## src/rtl/launch_pkg.sv

```systemverilog
package launch_pkg;
    typedef enum logic [1:0] {
        ST_IDLE   = 2'b00,
        ST_LAUNCH = 2'b01,
        ST_RUN    = 2'b11,
        ST_FIN    = 2'b10
    } launch_state_e;
endpackage

```

## src/rtl/stage_pipe.sv

```systemverilog
module stage_pipe #(
    parameter int W     = 1,
    parameter int DEPTH = 2
) (
    input  logic         clk,
    input  logic         rst_n,
    input  logic [W-1:0] d,
    output logic [W-1:0] q
);
    generate
        if (DEPTH == 0) begin : g_direct
            assign q = d;
        end else begin : g_regs
            logic [W-1:0] stg [DEPTH];
            always_ff @(posedge clk or negedge rst_n) begin
                if (!rst_n) begin
                    for (int i = 0; i < DEPTH; i++) stg[i] <= '0;
                end else begin
                    stg[0] <= d;
                    for (int i = 1; i < DEPTH; i++) stg[i] <= stg[i-1];
                end
            end
            assign q = stg[DEPTH-1];
        end
    endgenerate
endmodule

```

## src/rtl/launch_fsm.sv

```systemverilog
module launch_fsm
    import launch_pkg::*;
(
    input  logic clk,
    input  logic rst_n,
    input  logic rst_q,
    input  logic start_q,
    input  logic done_q,
    input  logic ready,
    input  logic done,
    output logic start,
    output logic is_fin
);
    launch_state_e state_q, state_d;

    always_ff @(posedge clk) begin
        if (!rst_q) state_q <= ST_IDLE;
        else        state_q <= state_d;
    end

    always_comb begin
        state_d = state_q;
        unique case (state_q)
            ST_IDLE:   if (start_q) state_d = ST_LAUNCH;
            ST_LAUNCH: if (ready)   state_d = done ? ST_FIN : ST_RUN;
            ST_RUN:    if (done)    state_d = ST_FIN;
            ST_FIN:    if (done_q)  state_d = ST_IDLE;
            default:                state_d = ST_IDLE;
        endcase
    end

    always_comb begin
        start  = (state_q == ST_LAUNCH);
        is_fin = (state_q == ST_FIN);
    end

    p_reset_idle_r1: assert property (@(posedge clk) disable iff (!rst_n)
        !rst_q |=> state_q == ST_IDLE);
    p_idle_hold_r2: assert property (@(posedge clk) disable iff (!rst_n || !rst_q)
        (state_q == ST_IDLE && !start_q) |=> state_q == ST_IDLE);
    p_launch_wait_r3: assert property (@(posedge clk) disable iff (!rst_n || !rst_q)
        (state_q == ST_LAUNCH && !ready) |=> start);
    p_launch_same_cycle_r3: assert property (@(posedge clk) disable iff (!rst_n || !rst_q)
        (start && ready && done) |=> is_fin);
    p_run_exit_r4: assert property (@(posedge clk) disable iff (!rst_n || !rst_q)
        (state_q == ST_RUN && done) |=> is_fin);
    p_fin_hold_r5: assert property (@(posedge clk) disable iff (!rst_n || !rst_q)
        (is_fin && !done_q) |=> is_fin);
endmodule

```

## src/rtl/autorun_latch.sv

```systemverilog
module autorun_latch (
    input  logic clk,
    input  logic rst_n,
    input  logic rst_q,
    input  logic start_q,
    output logic start
);
    always_ff @(posedge clk) begin
        if (!rst_q)       start <= 1'b0;
        else if (start_q) start <= 1'b1;
    end

    p_autorun_sticky_r9: assert property (@(posedge clk) disable iff (!rst_n || !rst_q)
        start |=> start);
    p_autorun_clear_r9: assert property (@(posedge clk) disable iff (!rst_n)
        !rst_q |=> !start);
endmodule

```

## src/rtl/child_launch_ctrl.sv

```systemverilog
module child_launch_ctrl #(
    parameter int DEPTH   = 2,
    parameter int ARG_W   = 64,
    parameter bit AUTORUN = 1'b0
) (
    input  logic             clk,
    input  logic             rst_n,
    input  logic             glb_start,
    input  logic             glb_done,
    input  logic [ARG_W-1:0] arg_in,
    input  logic             child_ready,
    input  logic             child_done,
    output logic             child_start,
    output logic             child_rst_n,
    output logic [ARG_W-1:0] arg_out,
    output logic             finished
);
    logic rst_q, start_q, done_q, fin_raw;

    stage_pipe #(.W(1), .DEPTH(DEPTH)) u_rst_pipe (
        .clk(clk), .rst_n(rst_n), .d(rst_n), .q(rst_q));
    stage_pipe #(.W(1), .DEPTH(DEPTH)) u_start_pipe (
        .clk(clk), .rst_n(rst_n), .d(glb_start), .q(start_q));
    stage_pipe #(.W(1), .DEPTH(DEPTH)) u_done_pipe (
        .clk(clk), .rst_n(rst_n), .d(glb_done), .q(done_q));
    stage_pipe #(.W(ARG_W), .DEPTH(DEPTH)) u_arg_pipe (
        .clk(clk), .rst_n(rst_n), .d(arg_in), .q(arg_out));

    generate
        if (AUTORUN) begin : g_autorun
            autorun_latch u_latch (
                .clk(clk), .rst_n(rst_n), .rst_q(rst_q),
                .start_q(start_q), .start(child_start));
            assign fin_raw = 1'b0;
        end else begin : g_fsm
            launch_fsm u_fsm (
                .clk(clk), .rst_n(rst_n), .rst_q(rst_q),
                .start_q(start_q), .done_q(done_q),
                .ready(child_ready), .done(child_done),
                .start(child_start), .is_fin(fin_raw));
        end
    endgenerate

    stage_pipe #(.W(1), .DEPTH(DEPTH)) u_fin_pipe (
        .clk(clk), .rst_n(rst_n), .d(fin_raw), .q(finished));

    assign child_rst_n = rst_q;
endmodule

```

## config.mk

```make
export PLATFORM = sky130hd
export DESIGN_NAME = child_launch_ctrl
export DESIGN_NICKNAME = d
export VERILOG_FILES = /design/src/rtl/launch_pkg.sv /design/src/rtl/stage_pipe.sv /design/src/rtl/launch_fsm.sv /design/src/rtl/autorun_latch.sv /design/src/rtl/child_launch_ctrl.sv
export SDC_FILE = /design/constraint.sdc
export NUM_CORES = 1
export LEC_CHECK = 0
export ABC_AREA = 1
export CAP_MARGIN = 20
export CORE_MARGIN = 2
export CORE_UTILIZATION = 44
export CTS_CLUSTER_DIAMETER = 50
export DETAILED_ROUTE_END_ITERATION = 10
export GPL_ROUTABILITY_DRIVEN = 1
export GPL_TIMING_DRIVEN = 0
export PLACE_DENSITY = 0.81
export RECOVER_POWER = 25
export SLEW_MARGIN = 20
export SYNTH_ARGS = -nofsm -noshare
export SYNTH_HDL_FRONTEND = slang
export SYNTH_HIERARCHICAL = 1
export SYNTH_SLANG_ARGS = --single-unit
```

## constraint.sdc

```tcl
create_clock -name clk -period 0.9 [get_ports clk]
set_input_delay 0.27 -clock clk [delete_from_list [all_inputs] [get_ports clk]]
set_output_delay 0.27 -clock clk [all_outputs]
set_load 0.01 [all_outputs]
```

Word-level counts from Yosys, hierarchy flattened
Index checks and enable logic that the tools add are counted.
Storage, ports and cells
  register bits: 138
  bits in latches: 0
  memory bits (writable): 0
  memory bits (read-only): 0
  bits of input ports: 70
  logic and storage cells: 26
  memories kept: 0
Operators by class
  add/sub/neg operators: 0
  multiply operators: 0
  div/mod/pow operators: 0
  $lt $le $gt $ge: 0
  equal/unequal tests: 7
  shift operators: 0
  muxes and demuxes: 6
  bitwise logic cells: 0
  reductions and logical operators: 2
Operators by type and width (number)
  $mux 2: 4
  $ne 2x2->1 const B: 4
  $pmux 2 s4: 1
  $eq 2x2->1 const B: 2
  $reduce_and 4->1: 1
  $eq 2x1->1 const B: 1
  $logic_not 2->1: 1
  $mux 1: 1

Depth between registers and ports, before layout
  depth in word-level cells: 3
  mapped depth: 5

Cells and area by module
Netlist, hierarchy kept.
Modules (own cells, without submodules)
  stage_pipe (u_arg_pipe): times used 1, cells an instance 192, area each 3683.5 um^2, sequential area each 3203.1 um^2
  stage_pipe (u_done_pipe ...): times used 4, cells an instance 2, area each 50.0 um^2, sequential area each 50.0 um^2
  launch_fsm: times used 1, cells an instance 24, area each 137.6 um^2, sequential area each 40.0 um^2

Worst setup path before layout
Ideal clock, no wire load.
  path type: reg2out
  start: reg g_fsm.u_fsm.state_q[0]
  end: out child_start
  data arrival time: 587 ps
  data required time: 630 ps
  path slack: 43 ps
  cell stages (with the launch flop): 3
  buffers on the path: 0
  cells stage by stage: dfxtp_1 > inv_2 > nor2_1
Between the ends
  longest elaborated chain between the ends: 1
RTL lines
  start: declaration: RTL line launch_fsm.sv:14  | launch_state_e state_q, state_d;
  start signal: assignment: RTL line launch_fsm.sv:18  | else state_q <= state_d;
  $eq 2x1->1: RTL line launch_fsm.sv:33  | start = (state_q == ST_LAUNCH);
  end: declaration: RTL line child_launch_ctrl.sv:13  | output logic child_start,
Every way passes these cells.

Worst setup path after layout
Same ends and word-level chain as after synthesis.

==> impl_metrics.ini <==
[cells_and_area]
drive_gt1_share_pct = 33.3
design_area_um2 = 5770
synthToLayoutAreaGrowth_pct = 43.5
regArea_um2 = 3450
layout.cells.non_filler = 442
finalCoreUtilization_pct = 65.5
multi_input_area_um2 = 78.8
fill_cells = 624
nets = 390

[global_route]
antenna_found_initial = 2
track_usage_pct = 14.4
grt_max_degree = 81
grt_overflow = 0
grt_pass1_wl_um = 10400
grt_pass1_vias = 2046

[run_status]
violations = hold timing, setup timing
outcome = complete, but fails checks

[sta]
period_minus_slack_ps = 1350
fin_ws_ps = -454
hold_slack_ps = -17.0
finClkSkew_ps = 5.26
setup_viol_count_final = 70
finalHoldViolCount = 16
setup_tns_ps = -24680
fmax_mhz = 738
period_share_pct = 150
rsz0062_at_grt = yes
worstMarginPinSlew_ps = 1060
slew_viol_final = 0
relSlewSlack_pct = 29.4

[clock_tree]
cts-root-to-sink-buffers = 2
clkLatencyLatePin_ps = 500
htreeDepth = 4
cts_tree = done
cts-root-buf = clkbuf_8
clkSinkCount = 138
path_clk_slew_ps = 60
cts_buffers = 17

[route]
dr_wl_met3_um = 549
wl_met1_um = 2280
drc_errors = 0
dr_wl_met2_um = 3340
antenna_left = 0
drt_wl_total_um = 6300
firstDrtPassIters = 4
vias_per_cell = 4.18
num_vias = 1846
drtIter0Drc = 42
drt-wirelength-per-cell_um = 14.2
highest_layer = met5

[placed_design]
hpwl_um = 4440
gp_congestion = 0.667
place_area_um2 = 5550
post-place-ws_ps = -460
numPortBuffers = 136
dp.cells = 469

[floorplan]
design.core.area_um2 = 8810
initial_core_util_pct = 45.7
io_pins = 137
die_w_um = 99.6
dieArea_um2 = 9920
row_count = 34
die_h_um = 99.6

[synthesis]
synth_flop_cell = dfrtp_1
synthTopCellsByCount = dfrtp_1 (136), buf_4 (64), nand2_1 (6)
avgSynthCellArea_um2 = 18.0
synth_edf_count = 0
synth_nets = 294
post_synth_main_area_contributors = dfrtp_1 (85%), buf_4 (12%), dfxtp_1 (1.0%)
synth-seq-cells = 138
synth_cells = 224
yosys_warnings = 6
yosysMostFrequentCell = dfrtp_1
ys_seq_area_share_pct = 85.6
synth_top_area_share_pct = 84.6
async_flop_share_pct = 98.6
ys_types = 11
synth_area_um2 = 4020
synth.largest_area_cell = dfrtp_1

[flow_run]
drv_cap = 0

[worst_setup_path]
critPathLaunchType = register
critical_path_arrival_ps = 1080
crit_type = reg -> out
crit_required_ps = 630
end_kind = output port
crit_fanout = 4

[power_and_ir_drop]
powerDensity_nw_per_um2 = 2510
p_leak_nw = 2.66
peakVddDrop_mv = 1.31

[min_path]
min_path_type = in -> async
## what timing repair did
item,in CTS,in global routing
pin swaps,1,1
buffers inserted,3,1
gates resized for setup,349,3
endpoints found under the setup margin,68,70
hold endpoints to repair,79,79
cloned,0,0
## power by group
group          internal, W  switching, W
clock network      0.00432       0.00249
registers          0.00655      0.000143
logic             0.000565      0.000396
total               0.0114       0.00303
## cell families (layout without fill, tap and decap cells)
family	after synthesis	in the layout	synth area share, %
AO/OA/AOI/OAI	3	3	0.467
AND/OR/NAND/NOR	14	14	1.49
flip-flops	138	138	85.6
other	0	1	0
buffers and inverters	69	178	12.4
## layout by cell type (no fill, tap or decap)
cell | synthesis | routed
nand2_1 | 6 | 6
clkinv_4 | 0 | 3
buf_6 | 0 | 65
inv_2 | 3 | 4
dfrtp_1 | 136 | 136
clkbuf_8 | 0 | 2
or2_1 | 1 | 1
diode_2 | 0 | 1
buf_16 | 0 | 1
dfxtp_4 | 0 | 1
bufinv_16 | 0 | 3
nand3_1 | 4 | 4
a21oi_2 | 1 | 1
a21oi_1 | 2 | 2
buf_2 | 0 | 3
clkbuf_16 | 0 | 16
buf_4 | 64 | 3
clkinv_2 | 0 | 1
dlygate4sd3_1 | 0 | 59
inv_6 | 0 | 2
clkbuf_4 | 0 | 1
clkbuf_1 | 0 | 1
clkinvlp_4 | 0 | 4
dfxtp_2 | 0 | 1
clkdlybuf4s50_1 | 0 | 9
nor2_1 | 3 | 3
inv_1 | 2 | 1
## metrics by stage
step	total power (W)	hold slack, ps
detailed placement	0.00798	335
finish	0.0145	-17.0
floorplan	0.00714	-25.6
global placement	0.00791	331
CTS	0.0147	-192
global route	0.0151	55.5
## per-layer routing
layer  up-vias  track usage, %
li1        824               -
met1       913            16.2
met2        95            22.6
met3        12            6.68
met4         2            8.22
met5         -               0
## layout make-up
| type | count | share of cell area [%] |
|---|---|---|
| sequential | 138 | 59.8 |
| timing repair buffer | 141 | 25.7 |
| clock buffer | 19 | 7.48 |
| clock inverter | 13 | 2.93 |
| tap | 108 | 2.34 |
| multi-input combinational | 17 | 1.37 |
| inverter | 5 | 0.325 |
| antenna | 1 | 0.0434 |
## worst max-delay path, stage by stage (launching register included)
cell and delay (ps):
dfxtp_4 350, inv_2 40, nor2_1 70, buf_2 130
## worst paths after layout
| path | from | endpoint | slack [ps] | depth (start not counted) |
|---|---|---|---|---|
| max in group asynchronous | rst_n | u_arg_pipe/q[47] | 110 | 2 |
| worst max-delay path | g_fsm.u_fsm/state_q[0] | child_start | -450 | 3 |
| worst max register to register | u_rst_pipe/q | g_fsm.u_fsm/state_q[1] | -80 | 5 |
| min in group clk | arg_in[25] | u_arg_pipe/g_regs.stg[89] | 220 | 1 |
| worst min register to register | u_arg_pipe/g_regs.stg[113] | u_arg_pipe/q[49] | 340 | 0 |
| worst min-delay path | rst_n | u_arg_pipe/q[26] | -20 | 1 |
No activity file was read; power rests on OpenSTA's default activity.
